### src/rtl/flc_pkg.sv
package flc_pkg;
  localparam logic [7:0] C_RD_ARRAY  = 8'hFF;
  localparam logic [7:0] C_WORD_PGM  = 8'h40;
  localparam logic [7:0] C_BUF_PGM   = 8'hE8;
  localparam logic [7:0] C_ERASE     = 8'h20;
  localparam logic [7:0] C_CONFIRM   = 8'hD0;
  localparam logic [7:0] C_SUSPEND   = 8'hB0;
  localparam logic [7:0] C_RD_STATUS = 8'h70;
  localparam logic [7:0] C_CLR_ERR   = 8'h50;

  localparam logic [1:0] K_NONE  = 2'd0;
  localparam logic [1:0] K_WORD  = 2'd1;
  localparam logic [1:0] K_BUF   = 2'd2;
  localparam logic [1:0] K_ERASE = 2'd3;

  typedef struct packed {
    logic rd_array;
    logic word;
    logic buf_pgm;
    logic erase;
    logic confirm;
    logic suspend;
    logic rd_status;
    logic clear;
  } cmd_t;

  typedef enum logic [2:0] {
    S_IDLE, S_WP_DATA, S_BP_COUNT, S_BP_LOAD, S_BP_CONF, S_ER_CONF, S_BUSY
  } seq_state_t;
endpackage

### src/rtl/flc_decode.sv
module flc_decode
  import flc_pkg::*;
(
  input  logic [7:0] code,
  output cmd_t       cmd
);
  always_comb begin
    cmd           = '0;
    cmd.rd_array  = (code == C_RD_ARRAY);
    cmd.word      = (code == C_WORD_PGM);
    cmd.buf_pgm   = (code == C_BUF_PGM);
    cmd.erase     = (code == C_ERASE);
    cmd.confirm   = (code == C_CONFIRM);
    cmd.suspend   = (code == C_SUSPEND);
    cmd.rd_status = (code == C_RD_STATUS);
    cmd.clear     = (code == C_CLR_ERR);
  end
endmodule

### src/rtl/flc_errs.sv
module flc_errs (
  input  logic clk,
  input  logic rst,
  input  logic set_seq,
  input  logic set_pgm,
  input  logic clr,
  output logic err_erase,
  output logic err_pgm
);
  always_ff @(posedge clk) begin
    if (rst) begin
      err_erase <= 1'b0;
      err_pgm   <= 1'b0;
    end else if (clr) begin
      err_erase <= 1'b0;
      err_pgm   <= 1'b0;
    end else begin
      if (set_seq) begin
        err_erase <= 1'b1;
        err_pgm   <= 1'b1;
      end
      if (set_pgm) err_pgm <= 1'b1;
    end
  end
endmodule

### src/rtl/flc_seq.sv
module flc_seq
  import flc_pkg::*;
#(
  parameter int BLK_W     = 4,
  parameter int BUF_WORDS = 16
) (
  input  logic             clk,
  input  logic             rst,
  input  logic             wr_en,
  input  logic [7:0]       wr_data,
  input  logic [BLK_W-1:0] wr_blk,
  input  cmd_t             cmd,
  input  logic             op_done,
  input  logic             err_any,
  output logic             ready,
  output logic             esusp,
  output logic             psusp,
  output logic             mode_status,
  output logic             op_start,
  output logic             op_suspend,
  output logic             op_resume,
  output logic [1:0]       op_kind,
  output logic [BLK_W-1:0] op_block,
  output logic             set_seq,
  output logic             set_pgm,
  output logic             do_clear
);
  localparam int CNT_W = (BUF_WORDS > 1) ? $clog2(BUF_WORDS) : 1;

  seq_state_t       state;
  logic [1:0]       act_kind;
  logic [BLK_W-1:0] act_blk, er_blk, pend_blk;
  logic [CNT_W-1:0] cnt;

  logic             launch;
  logic [1:0]       l_kind;
  logic [BLK_W-1:0] l_blk;

  always_comb begin
    launch  = 1'b0;
    l_kind  = K_WORD;
    l_blk   = wr_blk;
    set_seq = 1'b0;
    set_pgm = 1'b0;
    if (wr_en) begin
      case (state)
        S_WP_DATA: launch = 1'b1;
        S_BP_COUNT: if (int'(wr_data) >= BUF_WORDS) set_seq = 1'b1;
        S_BP_CONF: begin
          if (cmd.confirm && wr_blk == pend_blk) begin
            launch = 1'b1;
            l_kind = K_BUF;
            l_blk  = pend_blk;
          end else set_seq = 1'b1;
        end
        S_ER_CONF: begin
          if (cmd.confirm && wr_blk == pend_blk) begin
            launch = 1'b1;
            l_kind = K_ERASE;
            l_blk  = pend_blk;
          end else set_seq = 1'b1;
        end
        default: ;
      endcase
    end
    if (launch && esusp && l_blk == er_blk) begin
      launch  = 1'b0;
      set_pgm = 1'b1;
    end
  end

  assign do_clear = wr_en && cmd.clear && (state == S_IDLE || state == S_BUSY);

  always_ff @(posedge clk) begin
    if (rst) begin
      state       <= S_IDLE;
      ready       <= 1'b1;
      esusp       <= 1'b0;
      psusp       <= 1'b0;
      mode_status <= 1'b0;
      op_start    <= 1'b0;
      op_suspend  <= 1'b0;
      op_resume   <= 1'b0;
      op_kind     <= K_NONE;
      op_block    <= '0;
      act_kind    <= K_NONE;
      act_blk     <= '0;
      er_blk      <= '0;
      pend_blk    <= '0;
      cnt         <= '0;
    end else begin
      op_start   <= 1'b0;
      op_suspend <= 1'b0;
      op_resume  <= 1'b0;
      if (launch) begin
        op_start <= 1'b1;
        op_kind  <= l_kind;
        op_block <= l_blk;
        act_kind <= l_kind;
        act_blk  <= l_blk;
        if (l_kind == K_ERASE) er_blk <= l_blk;
        ready    <= 1'b0;
        state    <= S_BUSY;
      end else if (set_seq || set_pgm) begin
        state <= S_IDLE;
      end else begin
        case (state)
          S_BUSY: begin
            if (op_done) begin
              ready <= 1'b1;
              state <= S_IDLE;
            end else if (wr_en) begin
              if (cmd.rd_array)  mode_status <= 1'b0;
              if (cmd.rd_status) mode_status <= 1'b1;
              if (cmd.suspend && !esusp) begin
                op_suspend <= 1'b1;
                ready      <= 1'b1;
                state      <= S_IDLE;
                if (act_kind == K_ERASE) esusp <= 1'b1;
                else                     psusp <= 1'b1;
              end
            end
          end
          S_IDLE: begin
            if (wr_en) begin
              if (cmd.rd_array)  mode_status <= 1'b0;
              if (cmd.rd_status) mode_status <= 1'b1;
              if (cmd.word && !err_any && !psusp) begin
                mode_status <= 1'b1;
                state       <= S_WP_DATA;
              end
              if (cmd.buf_pgm && !err_any && !psusp) begin
                mode_status <= 1'b1;
                pend_blk    <= wr_blk;
                state       <= S_BP_COUNT;
              end
              if (cmd.erase && !err_any && !psusp && !esusp) begin
                mode_status <= 1'b1;
                pend_blk    <= wr_blk;
                state       <= S_ER_CONF;
              end
              if (cmd.confirm && (psusp || esusp)) begin
                op_resume <= 1'b1;
                ready     <= 1'b0;
                state     <= S_BUSY;
                if (psusp) begin
                  psusp    <= 1'b0;
                  op_kind  <= act_kind;
                  op_block <= act_blk;
                end else begin
                  esusp    <= 1'b0;
                  op_kind  <= K_ERASE;
                  op_block <= er_blk;
                  act_kind <= K_ERASE;
                  act_blk  <= er_blk;
                end
              end
            end
          end
          S_BP_COUNT: if (wr_en) begin
            cnt   <= wr_data[CNT_W-1:0];
            state <= S_BP_LOAD;
          end
          S_BP_LOAD: if (wr_en) begin
            if (cnt == '0) state <= S_BP_CONF;
            else           cnt   <= cnt - 1'b1;
          end
          default: ;
        endcase
      end
    end
  end
endmodule

### src/rtl/flash_cmd_decoder.sv
module flash_cmd_decoder
  import flc_pkg::*;
#(
  parameter int ADDR_W    = 8,
  parameter int BLK_W     = 4,
  parameter int BUF_WORDS = 16
) (
  input  logic              clk,
  input  logic              rst,
  input  logic              wr_en,
  input  logic [ADDR_W-1:0] wr_addr,
  input  logic [7:0]        wr_data,
  input  logic              op_done,
  output logic              rd_sel,
  output logic [7:0]        status,
  output logic              op_start,
  output logic              op_suspend,
  output logic              op_resume,
  output logic [1:0]        op_kind,
  output logic [BLK_W-1:0]  op_block
);
  cmd_t             cmd;
  logic [BLK_W-1:0] wr_blk;
  logic ready, esusp, psusp, mode_status;
  logic set_seq, set_pgm, do_clear, err_erase, err_pgm;

  assign wr_blk = wr_addr[ADDR_W-1 -: BLK_W];

  flc_decode u_dec (.code(wr_data), .cmd(cmd));

  flc_seq #(.BLK_W(BLK_W), .BUF_WORDS(BUF_WORDS)) u_seq (
    .clk(clk), .rst(rst), .wr_en(wr_en), .wr_data(wr_data), .wr_blk(wr_blk),
    .cmd(cmd), .op_done(op_done), .err_any(err_erase | err_pgm),
    .ready(ready), .esusp(esusp), .psusp(psusp), .mode_status(mode_status),
    .op_start(op_start), .op_suspend(op_suspend), .op_resume(op_resume),
    .op_kind(op_kind), .op_block(op_block),
    .set_seq(set_seq), .set_pgm(set_pgm), .do_clear(do_clear)
  );

  flc_errs u_err (
    .clk(clk), .rst(rst), .set_seq(set_seq), .set_pgm(set_pgm), .clr(do_clear),
    .err_erase(err_erase), .err_pgm(err_pgm)
  );

  assign rd_sel = ready ? mode_status : 1'b1;
  assign status = {ready, esusp, err_erase, err_pgm, 1'b0, psusp, 2'b00};
endmodule

### config.mk
export PLATFORM = sky130hd
export DESIGN_NAME = flash_cmd_decoder
export DESIGN_NICKNAME = d
export VERILOG_FILES = /design/src/rtl/flc_pkg.sv /design/src/rtl/flc_decode.sv /design/src/rtl/flc_errs.sv /design/src/rtl/flc_seq.sv /design/src/rtl/flash_cmd_decoder.sv
export SDC_FILE = /design/constraint.sdc
export NUM_CORES = 1
export LEC_CHECK = 0
export ABC_AREA = 1
export BUFFER_PORTS_ARGS = -buffer_cell sky130_fd_sc_hd__buf_2
export CAP_MARGIN = 20
export CORE_ASPECT_RATIO = 1.2
export CORE_UTILIZATION = 60
export CTS_CLUSTER_DIAMETER = 150
export DETAILED_ROUTE_END_ITERATION = 8
export PLACE_DENSITY = 0.85
export SETUP_SLACK_MARGIN = 0.4
export SLEW_MARGIN = 20
export SYNTH_ARGS = -nofsm -noshare
export SYNTH_HDL_FRONTEND = slang
export SYNTH_SLANG_ARGS = --single-unit
### constraint.sdc
create_clock -name clk -period 3.9 [get_ports clk]
set_clock_uncertainty 0.15 [all_clocks]
set_input_delay 0.78 -clock clk [delete_from_list [all_inputs] [get_ports clk]]
set_output_delay 0.78 -clock clk [all_outputs]
set_load 0.03 [all_outputs]
==> flow_metrics.env <==
export IMPL_die_height_um=66.3
export IMPL_layout_commonest_cell="nand2_1"
export IMPL_syn_instance_count=309
export IMPL_r2r_slack_ns=1.75
export IMPL_antennaDiodeCount=0
export IMPL_synth_seq_cells=30
export IMPL_dpl_hpwl_um=3490
export IMPL_clock_fmax_mhz=408
export IMPL_fin_nets=358
export IMPL_crit_family="compound AO/OA/AOI/OAI gates"
export IMPL_gp_congestion=0.941
export IMPL_relSlewSlack=0.566
export IMPL_dieArea_sq_mm=0.00369
export IMPL_cts_hold_buffers=0
export IMPL_drtIter0Drc=77
export IMPL_final_layout_size_suffix_gt1_frac=0.251
export IMPL_ir_drop_uv=302
export IMPL_clkTransAtPathRegs_ns=0.06
export IMPL_h_tree_depth=2
export IMPL_cts_path_max_buffers=2
export IMPL_fin_tns_setup_ns=0
export IMPL_clockPowerShare=0.407
export IMPL_core_sq_mm=0.00331
export IMPL_grt_max_degree=20
export IMPL_drc=0
export IMPL_worstPathRequired_ns=3.93
export IMPL_r2r_end="u_seq.op_block[0]"
export IMPL_drtAntennaViolNets=0
export IMPL_grtUsageMet2=0.479
export IMPL_use_met3=0.0528
export IMPL_path_class="in2reg"
export IMPL_worst_path_max_fanout=17
export IMPL_internal_power_w=0.000474
export IMPL_die_width_um=55.6
export IMPL_yosys_warnings=0
export IMPL_finalCriticalPeriod_ns=2.45
export IMPL_synth_edf_count=0
export IMPL_period_share=0.628
export IMPL_grt_first_pass_wirelength_um=7480
export IMPL_final_cell_mix="nand2_1, nor2_1, inv_1, buf_2, dfxtp_1"
export IMPL_synthArstFlopShare=0
export IMPL_nFillCells=303
export IMPL_status="completed"
export IMPL_reg2reg_from="u_seq.er_blk[3]"
export IMPL_cp_slowest_cell="o211ai_4"
export IMPL_synth_area_leaders="dfxtp_1, nand2_1, nor2_1, inv_1, o21ai_0"
export IMPL_start_util=0.625
export IMPL_routedWlPerCell_um=12.3
export IMPL_seq_area_sq_um=601
export IMPL_cap_viol_max_count=0
export IMPL_seqPwrFrac=0.480
export IMPL_worst_pin_slew_ns=0.647
export IMPL_hold_path_class="reg2reg"
export IMPL_synth_avg_cell_area_sq_um=6.69
export IMPL_powerDensity_mw_per_mm2=283
export IMPL_worstPathArrival_ns=2.47
export IMPL_slowest_delay_ns=0.59
export IMPL_synthFlopType="dfxtp_1"
export IMPL_finalMaxSlewViolations=0
export IMPL_io_buffers=30
export IMPL_cts_repair_resized=0
export IMPL_vias=1994
export IMPL_top_usage_layer="met2"
export IMPL_antenna_found_initial=0
export IMPL_grt_pass1_vias=1750
export IMPL_power_switching_w=0.000173
export IMPL_cts_tree="yes"
export IMPL_grt_use_met1=0.293
export IMPL_syn_area_sq_mm=0.00207
export IMPL_start_kind="input port"
export IMPL_root_buffer="clkbuf_8"
export IMPL_ff2ff_path_depth=7
export IMPL_setup_viol=0
export IMPL_grtUsageTotal=0.264
export IMPL_synth_cell_type_count=43
export IMPL_numCtsBuffers=5
export IMPL_insertion_delay_ns=0.29
export IMPL_area_growth_pct=10.5
export IMPL_rows=23
export IMPL_leakagePower_nw=1.17
export IMPL_cts_num_sinks=30
export IMPL_worst_hold_slack_ns=0.320
export IMPL_finalHoldViolations=0
export IMPL_synth_seq_area_share=0.290
export IMPL_worst_setup_path_end_kind="flop"
export IMPL_hp_start="u_seq.pend_blk[2]"
export IMPL_yosysTopAreaCell="dfxtp_1"
export IMPL_multi_input_area_sq_mm=0.00122
export IMPL_rsz0062_at_grt="false"
export IMPL_comb_power_share=0.113
export IMPL_power_w=0.000647
export IMPL_gr_total_overflow=0
export IMPL_post_cts_buffers=0
export IMPL_min_to="u_seq.pend_blk[2]"
export IMPL_dr_pass1_iters=4
export IMPL_switching_share=0.267
export IMPL_cp_cell_sequence="buf_2, inv_2, or2_1, nand2_1, nand3b_1, o211ai_4, nand2_2, o21ai_0, nor2_1"
export IMPL_ios=38
export IMPL_finalWirelength_um=4610
export IMPL_post_synth_top_area_fraction=0.290
export IMPL_hold_depth=2
export IMPL_crit_buf_inv=2
export IMPL_vias_per_cell=5.32
[state kept, by name, summed over array words and instances (netlist names)]
signal / count
u_seq.cnt: 4
u_seq.er_blk: 4
u_seq.op_block: 4
u_seq.pend_blk: 4
u_seq.state: 3
u_seq.op_kind: 2
u_err.err_erase: 1
u_err.err_pgm: 1
u_seq.esusp: 1
u_seq.mode_status: 1
u_seq.op_resume: 1
u_seq.op_start: 1
u_seq.op_suspend: 1
u_seq.psusp: 1
u_seq.ready: 1
[synth_stat cells, types with 2 or more instances]
cell type  number
inv_1          31
nand3_1        10
clkinv_1        3
dfxtp_1        30
buf_4           8
xor2_1          4
nand4_1         5
o21ai_0        19
or2_1           2
o21ai_1         2
nand3_2         4
nand4_2         2
nor3_1          4
clkbuf_1        2
o21a_1          4
nand3b_1        2
nand2_2         8
a21oi_2         2
o21ai_2         5
nor2_1         42
o211ai_1        2
nor2_4          4
inv_2          10
nand2_1        67
a21oi_1        15
nor2_2          5
[power groups by stage]
stage / registers (W) / clock network, W / logic, W
3_3_place_gp: 0.000317 / 0 / 0.0000717
3_5_place_dp: 0.000317 / 0 / 0.0000730
4_1_cts: 0.000310 / 0.000264 / 0.0000732
6_report: 0.000310 / 0.000263 / 0.0000733
2_1_floorplan: 0.000319 / 0 / 0.0000508
5_1_grt: 0.000310 / 0.000277 / 0.0000816
[worst max path at each step]
stage	from	end	slack, ns	cells past startpoint
6_report	wr_addr[5]	u_seq.op_block[0]	1.45	9
5_1_grt	wr_addr[5]	u_seq.op_block[0]	1.30	9
4_1_cts	wr_addr[5]	u_seq.op_block[0]	1.46	9
3_5_place_dp	wr_addr[5]	u_seq.op_block[0]	1.16	9
3_3_place_gp	wr_addr[5]	u_seq.op_block[0]	1.23	9
2_1_floorplan	wr_data[1]	u_seq.op_block[2]	1.74	11
[kinds of logic after synthesis]
kind of cell    share of synthesized area
xor+xnor                           0.0212
other cells                       0.00181
buf+inv                             0.121
mux                               0.00544
fa+ha+maj                         0.00605
flops                               0.290
simple gates                        0.382
compound gates                      0.172
[metrics by stage]
step	utilization	instance area (sq um)	setup WS, ns	instances
after floorplan	-	2080	1.74	311
after global placement	0.663	2190	1.23	367
after detailed placement	0.663	2190	1.16	367
after CTS	0.690	2280	1.46	375
after global routing	0.690	2280	1.30	375
final	0.690	2280	1.45	375
[per-layer routing]
metal / wire [um] / vias to the layer above
li1: - / 1039
met1: 2030 / 895
met2: 2280 / 46
met3: 161 / 14
met4: 140 / 0
met5: 0 / -
[cell type report]
class,instances,share of cell area
clock buffers,7,0.0378
clock inverters,1,0.00219
multi-input cells,225,0.536
flip-flops and latches,30,0.263
repair buffers,30,0.0657
well taps,37,0.0203
inverters,45,0.0750
[worst reg2reg max path: cells and delay by family (launching register included)]
| kind | cells | cell delay [ns] |
|---|---|---|
| AND/OR/NAND/NOR | 4 | 0.59 |
| flip-flops | 1 | 0.34 |
| XOR/XNOR | 1 | 0.14 |
| AO/OA/AOI/OAI | 2 | 0.82 |
No activity file was read; power rests on OpenSTA's default activity.
